==> src/rtl/pwm_tmr_pkg.sv <==
package pwm_tmr_pkg;

  // register address map
  localparam int unsigned REG_CTRL = 0;
  localparam int unsigned REG_FRC  = 1;
  localparam int unsigned REG_PER  = 2;
  localparam int unsigned REG_PSC  = 3;
  localparam int unsigned REG_CMP0 = 4;

  // control word fields
  localparam int unsigned CTRL_RUN_BIT = 0;
  localparam int unsigned CTRL_EN_LSB  = 4;

  typedef enum logic [1:0] {
    UPD_NONE = 2'd0,
    UPD_WRAP = 2'd1,
    UPD_SW   = 2'd2
  } upd_src_e;

  // a forced update wins the label when both coincide
  function automatic upd_src_e upd_cause(input logic wrap, input logic sw);
    if (sw)        return UPD_SW;
    else if (wrap) return UPD_WRAP;
    else           return UPD_NONE;
  endfunction

endpackage

==> src/rtl/pwm_tmr_regs.sv <==
module pwm_tmr_regs
  import pwm_tmr_pkg::*;
#(
  parameter int unsigned NCH    = 4,
  parameter int unsigned CNT_W  = 16,
  parameter int unsigned PSC_W  = 16,
  parameter int unsigned ADDR_W = 3,
  parameter logic [CNT_W-1:0] RST_PER = '1
) (
  input  logic                       clk_i,
  input  logic                       rst_ni,
  input  logic                       wr_en_i,
  input  logic [ADDR_W-1:0]          wr_addr_i,
  input  logic [CNT_W-1:0]           wr_data_i,
  output logic                       run_o,
  output logic [NCH-1:0]             ch_en_o,
  output logic [CNT_W-1:0]           per_sh_o,
  output logic [PSC_W-1:0]           psc_sh_o,
  output logic [NCH-1:0][CNT_W-1:0]  cmp_sh_o,
  output logic                       frc_o
);

  function automatic logic hit(input logic en, input logic [ADDR_W-1:0] a,
                               input int unsigned target);
    return en && (a == ADDR_W'(target));
  endfunction

  logic unused_data;
  assign unused_data = ^wr_data_i;

  assign frc_o = hit(wr_en_i, wr_addr_i, REG_FRC) && wr_data_i[0];

  always_ff @(posedge clk_i or negedge rst_ni) begin
    if (!rst_ni) begin
      run_o    <= 1'b0;
      ch_en_o  <= '0;
      per_sh_o <= RST_PER;
      psc_sh_o <= '0;
    end else begin
      if (hit(wr_en_i, wr_addr_i, REG_CTRL)) begin
        run_o   <= wr_data_i[CTRL_RUN_BIT];
        ch_en_o <= wr_data_i[CTRL_EN_LSB +: NCH];
      end
      if (hit(wr_en_i, wr_addr_i, REG_PER)) per_sh_o <= wr_data_i;
      if (hit(wr_en_i, wr_addr_i, REG_PSC)) psc_sh_o <= wr_data_i[PSC_W-1:0];
    end
  end

  for (genvar k = 0; k < NCH; k++) begin : g_cmp_sh
    always_ff @(posedge clk_i or negedge rst_ni) begin
      if (!rst_ni)
        cmp_sh_o[k] <= '0;
      else if (hit(wr_en_i, wr_addr_i, REG_CMP0 + k))
        cmp_sh_o[k] <= wr_data_i;
    end
  end

endmodule

==> src/rtl/pwm_tmr_timebase.sv <==
module pwm_tmr_timebase
  import pwm_tmr_pkg::*;
#(
  parameter int unsigned CNT_W = 16,
  parameter int unsigned PSC_W = 16,
  parameter logic [CNT_W-1:0] RST_PER = '1
) (
  input  logic             clk_i,
  input  logic             rst_ni,
  input  logic             run_i,
  input  logic             frc_i,
  input  logic [CNT_W-1:0] per_sh_i,
  input  logic [PSC_W-1:0] psc_sh_i,
  output logic [CNT_W-1:0] cnt_o,
  output logic [CNT_W-1:0] per_act_o,
  output logic             tick_o,
  output logic             wrap_o,
  output logic             upd_evt_o,
  output logic             upd_q_o
);

  logic [PSC_W-1:0] psc_ph;
  logic [PSC_W-1:0] psc_act;
  upd_src_e         src;

  function automatic logic [PSC_W-1:0] psc_step(input logic [PSC_W-1:0] cur,
                                                input logic [PSC_W-1:0] lim);
    return (cur == lim) ? '0 : cur + 1'b1;
  endfunction

  function automatic logic [CNT_W-1:0] cnt_step(input logic [CNT_W-1:0] cur,
                                                input logic [CNT_W-1:0] lim);
    return (cur == lim) ? '0 : cur + 1'b1;
  endfunction

  assign tick_o    = run_i && (psc_ph == psc_act);
  assign wrap_o    = tick_o && (cnt_o == per_act_o);
  assign src       = upd_cause(wrap_o, frc_i);
  assign upd_evt_o = (src != UPD_NONE);

  always_ff @(posedge clk_i or negedge rst_ni) begin
    if (!rst_ni) begin
      cnt_o     <= '0;
      psc_ph    <= '0;
      per_act_o <= RST_PER;
      psc_act   <= '0;
      upd_q_o   <= 1'b0;
    end else begin
      upd_q_o <= upd_evt_o;
      if (upd_evt_o) begin
        per_act_o <= per_sh_i;
        psc_act   <= psc_sh_i;
      end
      if (src == UPD_SW) begin
        cnt_o  <= '0;
        psc_ph <= '0;
      end else if (run_i) begin
        psc_ph <= psc_step(psc_ph, psc_act);
        if (tick_o) cnt_o <= cnt_step(cnt_o, per_act_o);
      end
    end
  end

endmodule

==> src/rtl/pwm_tmr_channel.sv <==
module pwm_tmr_channel #(
  parameter int unsigned CNT_W = 16
) (
  input  logic             clk_i,
  input  logic             rst_ni,
  input  logic             upd_i,
  input  logic             en_i,
  input  logic [CNT_W-1:0] cmp_sh_i,
  input  logic [CNT_W-1:0] cnt_i,
  output logic [CNT_W-1:0] cmp_act_o,
  output logic             pwm_o
);

  function automatic logic level(input logic en, input logic [CNT_W-1:0] cnt,
                                 input logic [CNT_W-1:0] thr);
    return en && (cnt < thr);
  endfunction

  always_ff @(posedge clk_i or negedge rst_ni) begin
    if (!rst_ni)    cmp_act_o <= '0;
    else if (upd_i) cmp_act_o <= cmp_sh_i;
  end

  assign pwm_o = level(en_i, cnt_i, cmp_act_o);

endmodule

==> src/rtl/pwm_tmr.sv <==
module pwm_tmr
  import pwm_tmr_pkg::*;
#(
  parameter int unsigned NCH   = 4,
  parameter int unsigned CNT_W = 16,
  parameter int unsigned PSC_W = 16,
  parameter logic [CNT_W-1:0] RST_PER = '1,
  localparam int unsigned ADDR_W = $clog2(REG_CMP0 + NCH)
) (
  input  logic              clk_i,
  input  logic              rst_ni,
  input  logic              wr_en_i,
  input  logic [ADDR_W-1:0] wr_addr_i,
  input  logic [CNT_W-1:0]  wr_data_i,
  output logic [NCH-1:0]    pwm_o,
  output logic [CNT_W-1:0]  cnt_o,
  output logic              upd_o
);

  logic                      run;
  logic [NCH-1:0]            ch_en;
  logic [CNT_W-1:0]          per_sh;
  logic [PSC_W-1:0]          psc_sh;
  logic [NCH-1:0][CNT_W-1:0] cmp_sh;
  logic [NCH-1:0][CNT_W-1:0] cmp_act;
  logic [CNT_W-1:0]          per_act;
  logic                      frc_evt;
  logic                      tick;
  logic                      wrap_evt;
  logic                      upd_evt;

  pwm_tmr_regs #(
    .NCH(NCH), .CNT_W(CNT_W), .PSC_W(PSC_W), .ADDR_W(ADDR_W), .RST_PER(RST_PER)
  ) u_regs (
    .clk_i     (clk_i),
    .rst_ni    (rst_ni),
    .wr_en_i   (wr_en_i),
    .wr_addr_i (wr_addr_i),
    .wr_data_i (wr_data_i),
    .run_o     (run),
    .ch_en_o   (ch_en),
    .per_sh_o  (per_sh),
    .psc_sh_o  (psc_sh),
    .cmp_sh_o  (cmp_sh),
    .frc_o     (frc_evt)
  );

  pwm_tmr_timebase #(
    .CNT_W(CNT_W), .PSC_W(PSC_W), .RST_PER(RST_PER)
  ) u_tb (
    .clk_i     (clk_i),
    .rst_ni    (rst_ni),
    .run_i     (run),
    .frc_i     (frc_evt),
    .per_sh_i  (per_sh),
    .psc_sh_i  (psc_sh),
    .cnt_o     (cnt_o),
    .per_act_o (per_act),
    .tick_o    (tick),
    .wrap_o    (wrap_evt),
    .upd_evt_o (upd_evt),
    .upd_q_o   (upd_o)
  );

  for (genvar k = 0; k < NCH; k++) begin : g_ch
    pwm_tmr_channel #(.CNT_W(CNT_W)) u_ch (
      .clk_i     (clk_i),
      .rst_ni    (rst_ni),
      .upd_i     (upd_evt),
      .en_i      (ch_en[k]),
      .cmp_sh_i  (cmp_sh[k]),
      .cnt_i     (cnt_o),
      .cmp_act_o (cmp_act[k]),
      .pwm_o     (pwm_o[k])
    );
  end

endmodule

==> config.mk <==
export PLATFORM = sky130hd
export DESIGN_NAME = pwm_tmr
export DESIGN_NICKNAME = d
export VERILOG_FILES = /design/src/rtl/pwm_tmr_pkg.sv /design/src/rtl/pwm_tmr_regs.sv /design/src/rtl/pwm_tmr_timebase.sv /design/src/rtl/pwm_tmr_channel.sv /design/src/rtl/pwm_tmr.sv
export SDC_FILE = /design/constraint.sdc
export NUM_CORES = 1
export LEC_CHECK = 0
export BUFFER_PORTS_ARGS = -buffer_cell sky130_fd_sc_hd__buf_2
export CAP_MARGIN = 15
export CORE_MARGIN = 2
export CORE_UTILIZATION = 46
export DETAILED_ROUTE_END_ITERATION = 10
export GPL_TIMING_DRIVEN = 0
export HOLD_SLACK_MARGIN = 0.08
export PLACE_DENSITY = 0.72
export SYNTH_ARGS = -nofsm -noshare
export SYNTH_HDL_FRONTEND = slang
export SYNTH_SLANG_ARGS = --single-unit
==> constraint.sdc <==
create_clock -name clk_i -period 2.1 [get_ports clk_i]
set_input_delay 0 -clock clk_i [delete_from_list [all_inputs] [get_ports clk_i]]
set_output_delay 0 -clock clk_i [all_outputs]
set_load 0.02 [all_outputs]
==> flow_summary_export.csv, run 1 <==
group,metric,value,unit
status,outcome,"finished, violations left",
status,failed_checks,"setup timing",
logic_synthesis,yosys-top-cells-area,"dfrtp_1 (44%), mux2_2 (17%), dfstp_2 (7.5%)",
timing,skew,0.01505,ns
logic_synthesis,synth_seq_cells,230,
routing,finalWirelength,27830,µm
logic_synthesis,yosysUniqueCellTypes,50,
routing,drc_errors,0,
routing,vias_per_cell,5.484,
logic_synthesis,synth_ff_type,"dfrtp_1",
place,placedCellCount,1238,
critical_path,path_class,"register to output port",
routing,detail_route.wl_per_cell,20.68,µm
timing,fin_crit,2.659,ns
timing,finalSetupTns,-30.60,ns
critical_path,crit_required,2.10,ns
clocking,cts_tree,"yes",
critical_path,cp_max_fo,4,
logic_synthesis,ys_warn_count,0,
finish,most-common-layout-cells,"dfrtp_1 (177), mux2_2 (166), inv_1 (62), ha_1 (52), clkbuf_16 (34)",
floorplanning,dieHeight,159.9,µm
logic_synthesis,ys_seq_area_share,51.81,%
timing,setup_slack,-0.5587,ns
floorplanning,core_area,0.02411,mm²
min_path,hold_class,"input port to register",
logic_synthesis,syn_nets,960,
floorplanning,num_rows,57,
finish,layout-drive-gt1-share,44.13,%
grt,grt_pass1_wl,41630,µm
routing,antenna_left,0,
logic_synthesis,avgSynthCellArea,12.77,µm²
finish,syn_to_final_growth,24.29,%
critical_path,end_kind,"output port",
finish,n_antenna_cell,0,
grt,grtUsageTotal,20.81,%
clocking,cts_root_buffer,"clkbuf_16",
routing,drt-initial-drc-count,392,
critical_path,crit_path_cell_trace,"buf_12 -> ha_4 -> and3_4 -> a2111o_1 -> a31oi_1 -> o21ai_1 -> a31oi_1 -> buf_4 -> buf_6",
timing,whs,0.1016,ns
timing,grt_setup_unrepaired,"yes",
floorplanning,die_x,159.9,µm
grt,grt_pass1_vias,7441,
logic_synthesis,synth_top_area_cell,"dfrtp_1",
place,placed_cell_area,0.01185,mm²
critical_path,critPathMaxStageDelay,0.47,ns
floorplanning,start_util,46.41,%
timing,slew_headroom,18.32,%
logic_synthesis,synth_cells,876,
grt,antenna_found_initial,0,
logic_synthesis,synth_top_area_share,44.29,%
timing,finalMaxSlewViolations,0,
timing,worst-slew-pin-transition,1.216,ns
logic_synthesis,synthArstFlopShare,100.0,%
timing,hold_viol,0,
timing,setup_viol,117,
timing,min_period_over_period,126.6,%
timing,fmax,376.1,MHz
finish,layout_commonest_cell,"dfrtp_1",
place,place.gp.congestion,0.8313,
logic_synthesis,synth_edf_count,0,
clocking,cts_sinks,230,
clocking,clk_latency,0.52,ns
routing,dr.pass1.iters,5,
job,drv_cap,0,
critical_path,cp_data_arrival_time,2.66,ns
finish,stdcell_count,1346,
clocking,clockBufferDepth,3,
critical_path,worst_path_most_repeated_cell,"a31oi_1",
clocking,clk_pin_slew,0.06,ns
grt,grt-ovfl-total,0,
grt,grt_start_max_net_pins,123,
finish,design_area,0.01390,mm²
critical_path,start_kind,"register",
logic_synthesis,syn_area,0.01119,mm²
floorplanning,ios,43,
floorplanning,fp.dieArea,0.02558,mm²
routing,vias,7381,
place,port_buffers,37,
clocking,h-tree-depth,1,
critical_path,cpMaxStageDelayCell,"dfrtp_2",
finish,nNetsFinal,1088,
place,dp_hpwl,16530,µm
clocking,cts_buffers,25,
pwr,ir_drop,696.6,µV
pwr,power_density,1096,mW/mm²
pwr,p_leak,6.303,nW
==> layer usage <==
metal	part of all wire [%]	vias to the layer above	wire, µm	GRT usage, %
met3	4.6	58	1285	2.857
met1	42	3756	11700	27.97
met5	0	-	0	0
met2	50	206	14010	35.10
li1	-	3361	-	-
met4	3.0	0	842	6.716
==> registers in the layout (all words and copies together), names as in the netlist <==
register             cells
u_regs.per_sh_o         16
u_tb.upd_q_o             1
u_regs.ch_en_o           4
u_tb.per_act_o          16
u_regs.psc_sh_o         16
u_regs.run_o             1
u_regs.cmp_sh_o         64
u_tb.cnt_o              16
g_ch.u_ch.cmp_act_o     64
u_tb.psc_act            16
u_tb.psc_ph             16
==> kinds of logic (layout without fill, tap and decap cells) <==
group	Yosys count	after routing	synth area share (%)
AO/OA/AOI/OAI	98	98	5.637
XOR/XNOR	39	39	3.053
adder cells (fa/ha/maj)	62	62	6.934
buffers and inverters	97	243	3.747
flip-flops	230	230	51.81
multiplexers	197	197	20.79
AND/OR/NAND/NOR	153	153	8.031
==> worst paths after layout <==
path                                     start                   endpoint  slack (ns)  depth (start not counted)
max in group asynchronous               rst_ni             u_tb.cnt_o[12]        0.93                          3
min in group asynchronous               rst_ni            u_tb.psc_ph[13]        0.12                          2
max                              u_tb.cnt_o[7]                   pwm_o[1]       -0.56                          9
min reg2reg                u_regs.cmp_sh_o[57]  g_ch[3].u_ch.cmp_act_o[9]        0.49                          1
min                               wr_addr_i[2]        u_regs.per_sh_o[13]        0.10                          3
max reg2reg                      u_tb.cnt_o[5]  g_ch[2].u_ch.cmp_act_o[4]       -0.33                         10
==> synth_stat cells (2+ instances only) <==
library cell  number
a2111o_1           4
a21o_1             8
a21oi_1           32
a221o_1            5
a31oi_1           10
and3_1            16
and4_1             2
buf_2              8
buf_4              4
buf_6              4
clkbuf_1          17
dfrtp_1          198
dfstp_2           32
ha_1              62
inv_1             63
mux2_2           167
mux2_4            29
nand2_1           24
nand2b_1          10
nand3_1           18
nand3b_1           4
nand4_1           13
nand4b_1           4
nor2_1            23
nor2b_1           10
nor3_1             5
nor3b_2            2
nor4_4             2
o2111ai_1          4
o21ai_0           28
or3_1              7
or3b_1             2
or3b_2             2
or4_1              4
xnor2_1           34
xor2_1             5
==> worst max-delay path, delay by kind of cell (launching register included) <==
kind | cells | cell delay (ns)
compound gates | 4 | 0.89
fa+ha+maj | 1 | 0.21
buf+inv | 3 | 0.41
flops | 1 | 0.47
simple gates | 1 | 0.15
==> area by class of cell <==
cell class	instances	area, µm²
Inverter	63	241.5
Sequential cell	230	5822
Multi-Input combinational cell	549	5293
Fill cell	1948	10200
Timing Repair Buffer	111	1085
Tap cell	324	405.4
Clock inverter	6	38.79
Buffer	24	207.7
Clock buffer	39	812.0
==> power by group <==
group	leakage, nW	internal (mW)	switching [mW]
Sequential	2.77	5.71	0.908
Combinational	3.11	2.28	1.90
Clock	0.422	2.66	1.78
==> through the flow <==
step / power, mW / util [%] / worst slack (ns)
5_1_grt: 16.09 / 57.68 / -0.6581
6_report: 15.24 / 57.68 / -0.5587
2_1_floorplan: 9.029 / - / -0.03427
3_5_place_dp: 10.14 / 49.14 / -0.6508
3_3_place_gp: 9.942 / 48.98 / -3.359
4_1_cts: 15.05 / 55.66 / -0.5283
==> repair_timing <==
action                     4_1_cts  5_1_grt
resized for setup               83       66
pin swaps                       44       27
setup endpoints to repair      133      133
gates cloned                     1        6
buffers inserted                30       19
hold endpoints to repair       207        0
hold buffers                    17        0
No activity file was read; power rests on OpenSTA's default activity.
==> inputs of run 2 (changes only) <==
MAX_ROUTING_LAYER = met4   (was default)
==> run 2 against run 1 <==
Against the previous run: the flow still finishes with violations (setup timing); first-iteration DRC count is 11% lower; clock skew fell by 0.0015 ns; clock power barely moved; sequential power hardly changed; die area stayed put; critical path depth shrank 1; hold slack lost 0.0019 ns; combinational power is essentially flat.
==> flow_summary_export.csv, run 2 (synthesized netlist as in run 1, its figures left out) <==
group,metric,value,unit
status,outcome,"finished, violations left",
status,failed_checks,"setup timing",
pwr,power_switching_share,30.08,%
critical_path,end_kind,"output port",
floorplanning,ios,43,
min_path,min_from,"wr_addr_i[2]",
floorplanning,fp.dieArea,0.02558,mm²
pwr,p_leak,6.303,nW
clocking,cts_sinks,230,
floorplanning,start_util,46.41,%
finish,nNetsFinal,1088,
floorplanning,die_x,159.9,µm
pwr,power_density,1096,mW/mm²
grt,grt-ovfl-total,0,
critical_path,critPathMaxStageDelay,0.59,ns
critical_path,reg2reg_depth,10,
finish,multi_input_area,0.005288,mm²
finish,syn_to_final_growth,24.25,%
clocking,h-tree-depth,1,
critical_path,crit_family,"compound AO/OA/AOI/OAI gates",
clocking,clk_latency,0.52,ns
routing,vias_per_cell,5.462,
pwr,seq_power_share,43.4,%
pwr,switchingPower,4.583,mW
timing,skew,0.01358,ns
clocking,cts_buffers,25,
place,dp_slack,-0.6508,ns
timing,setup_viol,117,
grt,antenna_found_initial,0,
routing,finalWirelength,27590,µm
routing,drt-initial-drc-count,350,
timing,finalMaxSlewViolations,0,
finish,layout_commonest_cell,"dfrtp_1",
clocking,cts_tree,"yes",
routing,dr.pass1.iters,4,
floorplanning,core_area,0.02411,mm²
critical_path,reg2reg_slack,-0.34,ns
critical_path,r2r_start,"u_tb.cnt_o[5]",
place,placed_cell_area,0.01185,mm²
min_path,hold_class,"input port to register",
clocking,cts_root_buffer,"clkbuf_16",
place,port_buffers,37,
finish,regArea,0.005822,mm²
job,drv_cap,0,
timing,fin_crit,2.690,ns
grt,grtUsageTotal,21.47,%
critical_path,cpMaxStageDelayCell,"o21ai_0",
finish,stdcell_count,1346,
critical_path,crit_required,2.10,ns
critical_path,cp_data_arrival_time,2.69,ns
clocking,clockBufferDepth,3,
routing,vias,7352,
pwr,p_int,10.65,mW
critical_path,start_kind,"register",
routing,drc_errors,0,
pwr,p_clk_share,29.2,%
finish,n_antenna_cell,0,
finish,fillCellCount,1955,
timing,grt_setup_unrepaired,"yes",
timing,slew_headroom,21.24,%
floorplanning,num_rows,57,
clocking,clk_pin_slew,0.06,ns
critical_path,path_class,"register to output port",
critical_path,cp_max_fo,10,
finish,design_area,0.01390,mm²
min_path,hold_depth,3,
timing,worst-slew-pin-transition,1.172,ns
pwr,ir_drop,698.2,µV
place,place.gp.congestion,0.8440,
critical_path,critical_path_buf_inv_count,2,
critical_path,crit_path_cell_trace,"clkbuf_2 -> nand2b_1 -> a21oi_1 -> o21ai_0 -> a31oi_4 -> o21ai_2 -> a31oi_1 -> buf_4",
floorplanning,dieHeight,159.9,µm
grt,grt_pass1_wl,41670,µm
finish,most-common-layout-cells,"dfrtp_1 (177), mux2_2 (166), inv_1 (62), ha_1 (52), clkbuf_16 (34)",
grt,grt_pass1_vias,7423,
routing,antenna_left,0,
finish,reg_top3,"g_ch.u_ch.cmp_act_o x64, u_regs.cmp_sh_o x64",
timing,min_period_over_period,128.1,%
place,dp_hpwl,16530,µm
timing,fmax,371.7,MHz
critical_path,r2r_end,"g_ch[2].u_ch.cmp_act_o[4]",
timing,setup_slack,-0.5903,ns
min_path,hold_path_end,"u_regs.per_sh_o[13]",
timing,hold_viol,0,
grt,grt_start_max_net_pins,123,
pwr,combPwrFrac,27.4,%
finish,layout-drive-gt1-share,44.13,%
place,placedCellCount,1238,
routing,detail_route.wl_per_cell,20.50,µm
==> run 2: cell counts in the layout (fill, tap and decap cells not counted) <==
Identical to the previous run, type by type.
==> run 2: power groups by stage <==
stage               Sequential, mW  Clock (mW)  Combinational (mW)
global route                  6.75        4.70                4.61
floorplan                     6.41           0                2.62
detailed placement            6.67           0                3.47
CTS                           6.57        4.50                3.98
finish                        6.61        4.45                4.18
global placement              6.63           0                3.32
==> run 2: worst max-delay path by stage <==
stage	from	to	slack (ns)	cells after the start
after detailed placement	u_tb.cnt_o[11]	u_tb.cnt_o[12]	-0.65	7
after floorplan	u_tb.psc_ph[11]	g_ch[2].u_ch.cmp_act_o[0]	-0.03	8
final	u_tb.cnt_o[0]	pwm_o[0]	-0.59	8
after CTS	u_tb.cnt_o[7]	pwm_o[1]	-0.53	9
after global placement	rst_ni	u_tb.cnt_o[10]	-3.36	1
after global routing	u_tb.cnt_o[5]	pwm_o[1]	-0.62	8
==> run 2: timing repair <==
action | in CTS | in global routing
gates resized for setup | 83 | 65
endpoints found under the hold margin | 207 | 0
setup endpoints to repair | 133 | 133
cloned | 1 | 6
setup buffers | 30 | 19
hold buffers | 17 | 0
pin swaps | 44 | 27
==> run 2: worst min-delay path, stage by stage <==
cell     delay, ns
buf_2         0.18
nor3b_2       0.15
mux2_2        0.25
==> run 2: routing by layer <==
| layer | up-vias | track usage [%] | wire, µm |
|---|---|---|---|
| li1 | 3361 | - | - |
| met1 | 3754 | 28.08 | 11650 |
| met2 | 174 | 35.06 | 13720 |
| met3 | 63 | 2.857 | 1344 |
| met4 | 0 | 6.716 | 870 |
| met5 | - | - | 0 |
==> run 2: area by class of cell <==
| class | instances | area share [%] |
|---|---|---|
| Sequential cell | 230 | 41.88 |
| Multi-Input combinational cell | 549 | 38.04 |
| Timing Repair Buffer | 111 | 7.804 |
| Clock buffer | 39 | 5.842 |
| Tap cell | 324 | 2.917 |
| Inverter | 63 | 1.737 |
| Buffer | 24 | 1.494 |
| Clock inverter | 6 | 0.2791 |
==> run 2: through the flow <==
step / setup TNS (ns) / utilization [%] / total power [mW] / hold slack [ns]
after global routing: -43.45 / 57.66 / 16.06 / 0.1046
after global placement: -689.73 / 48.98 / 9.942 / 0.3707
after CTS: -18.26 / 55.66 / 15.05 / 0.08400
after floorplan: -0.9701 / - / 9.029 / -0.2956
final: -31.62 / 57.66 / 15.23 / 0.09977
after detailed placement: -60.84 / 49.14 / 10.14 / 0.1207
==> inputs of run 3 (changes only) <==
CORE_UTILIZATION = 56   (was 46)
PLACE_DENSITY = 0.83   (was 0.72)
==> run 3 against run 2 <==
Against the previous run: the flow still finishes with violations (setup timing); core utilization up 15 points; sequential share of layout area is 0.75 points lower; routed wire length up 22%; register-to-register slack worse by 0.18 ns; die area decreased by 17%; combinational power rose by 8.1%; sequential cell count unchanged; design area is 1.9% higher; clock skew is 0.00088 ns higher; non-clock buffer count rose by 7; power grew 3.8%; setup slack lost 0.015 ns; critical path type unchanged; critical endpoint is now pwm_o[3]; highest routed layer unchanged.
==> flow_summary_export.csv, run 3 (synthesized netlist as in run 1, its figures left out) <==
group,metric,value,unit
status,outcome,"finished, violations left",
status,failed_checks,"setup timing",
clocking,cts_root_buffer,"clkbuf_16",
routing,vias,8148,
clocking,cts_buffers,24,
finish,layout_commonest_cell,"dfrtp_1",
clocking,clockBufferDepth,3,
timing,worst-slew-pin-transition,1.273,ns
routing,vias_per_cell,6.302,
floorplanning,core_area,0.01953,mm²
place,placed_cell_area,0.01177,mm²
floorplanning,start_util,57.29,%
critical_path,cp_data_arrival_time,2.71,ns
critical_path,critPathMaxStageDelay,0.51,ns
finish,design_area,0.01416,mm²
critical_path,cp_max_fo,5,
routing,detail_route.wl_per_cell,26.08,µm
critical_path,crit_required,2.10,ns
timing,setup_slack,-0.6051,ns
clocking,cts_sinks,230,
min_path,hold_class,"input port to async pin",
critical_path,path_class,"register to output port",
pwr,ir_drop,656.2,µV
finish,fillCellCount,1103,
clocking,clk_pin_slew,0.07,ns
timing,finalSetupTns,-49.51,ns
finish,most-common-layout-cells,"dfrtp_1 (178), mux2_2 (159), inv_1 (62), ha_1 (51), mux2_4 (37)",
grt,grt_start_max_net_pins,127,
clocking,cts_tree,"yes",
timing,slew_headroom,14.51,%
routing,antenna_left,0,
finish,nNetsFinal,1094,
grt,grt_pass1_vias,8575,
clocking,h-tree-depth,1,
routing,drc_errors,0,
routing,dr.pass1.iters,4,
routing,finalWirelength,33730,µm
place,place.gp.congestion,0.8431,
timing,setup_viol,117,
floorplanning,dieHeight,145.3,µm
finish,reg_top3,"g_ch.u_ch.cmp_act_o x64, u_regs.cmp_sh_o x64",
place,dp_slack,-0.5969,ns
finish,layout-drive-gt1-share,46.54,%
critical_path,end_kind,"output port",
timing,grt_setup_unrepaired,"yes",
pwr,p_total,15.81,mW
finish,multi_input_area,0.005460,mm²
timing,hold_viol,0,
pwr,p_leak,6.490,nW
routing,drt-initial-drc-count,706,
job,drv_cap,0,
place,dp_hpwl,16770,µm
finish,syn_to_final_growth,26.55,%
critical_path,crit_path_cell_trace,"ha_1 -> and3_4 -> a2111o_1 -> a31oi_1 -> o21ai_1 -> a31oi_2 -> buf_4",
place,port_buffers,37,
grt,antenna_found_initial,1,
timing,fmax,369.7,MHz
critical_path,start_kind,"register",
grt,grt_pass1_wl,48400,µm
critical_path,cpMaxStageDelayCell,"dfrtp_2",
timing,min_period_over_period,128.8,%
finish,regArea,0.005823,mm²
timing,finalMaxSlewViolations,0,
timing,whs,0.09798,ns
grt,grt-ovfl-total,0,
pwr,power_density,1116,mW/mm²
grt,grtUsageTotal,30.26,%
clocking,clk_latency,0.53,ns
timing,skew,0.01446,ns
floorplanning,num_rows,51,
critical_path,reg2reg_depth,9,
timing,fin_crit,2.705,ns
floorplanning,ios,43,
floorplanning,die_x,145.3,µm
floorplanning,fp.dieArea,0.02112,mm²
## run 3: cell types whose count changed in the layout (fill, tap and decap cells not counted), moves of 5 or more
| cell | before | now |
|---|---|---|
| clkbuf_16 | 34 | 29 |
| o21ai_0 | 17 | 8 |
| buf_4 | 27 | 21 |
| o21ai_2 | 2 | 8 |
| buf_8 | 4 | 12 |
| mux2_2 | 166 | 159 |
| mux2_4 | 30 | 37 |
| xnor2_2 | 2 | 7 |
| buf_16 | 1 | 6 |
## run 3: metrics by stage
step	cells	util, %
after floorplan	876	-
after global placement	1178	60.09
after detailed placement	1179	60.28
after CTS	1277	70.13
after global routing	1293	72.50
final	1293	72.50
## run 3: critical path, delay by kind of cell (launching register included)
family | cells | cell delay [ns]
adders and majority gates | 1 | 0.33
DFF | 1 | 0.51
and+or+nand+nor | 1 | 0.16
buffers and inverters | 1 | 0.19
AOI/OAI and AO/OA | 4 | 0.97
## run 3: final timing paths
| kind | start | to | slack (ns) |
|---|---|---|---|
| setup / recovery | u_tb.cnt_o[5] | pwm_o[3] | -0.61 |
| hold / removal | rst_ni | g_ch[0].u_ch.cmp_act_o[3] | 0.1 |
| setup reg to reg | u_tb.cnt_o[14] | g_ch[3].u_ch.cmp_act_o[3] | -0.52 |
| hold reg to reg | u_regs.cmp_sh_o[23] | g_ch[1].u_ch.cmp_act_o[7] | 0.50 |
| max in group asynchronous | rst_ni | u_tb.cnt_o[9] | 0.88 |
| min in group clk_i | wr_addr_i[2] | u_regs.per_sh_o[14] | 0.10 |
## run 3: report_power, final
part	total [mW]	switching (mW)	leakage, nW	internal (mW)
registers	6.82	1.11	2.77	5.71
clock network	4.47	1.82	0.414	2.64
logic	4.52	2.16	3.30	2.36
total	15.8	5.09	6.49	10.7
## run 3: layer usage
metal	vias to the layer above	part of all wire (%)	wire length, µm	global-route usage, %
li1	3377	-	-	-
met1	4143	36	12220	35.56
met2	450	50	16910	49.36
met3	178	7.2	2416	5.266
met4	0	6.5	2179	17.50
met5	-	0	0	-
## run 3: repair_timing
action / in CTS / in global routing
gates cloned: 9 / 4
resized for setup: 126 / 83
hold buffers: 17 / 0
endpoints found under the hold margin: 200 / 0
endpoints found under the setup margin: 126 / 130
pin swaps: 36 / 52
buffers inserted: 32 / 19
## run 3: area by class of cell
type | instances | area share (%)
multi-input cells | 549 | 38.57
inverters | 63 | 1.670
plain buffers | 29 | 2.042
repair buffers | 113 | 8.378
clock buffers | 38 | 5.471
clock inverters | 5 | 0.3800
well taps | 265 | 2.342
flip-flops and latches | 230 | 41.13
diodes | 1 | 0.01768
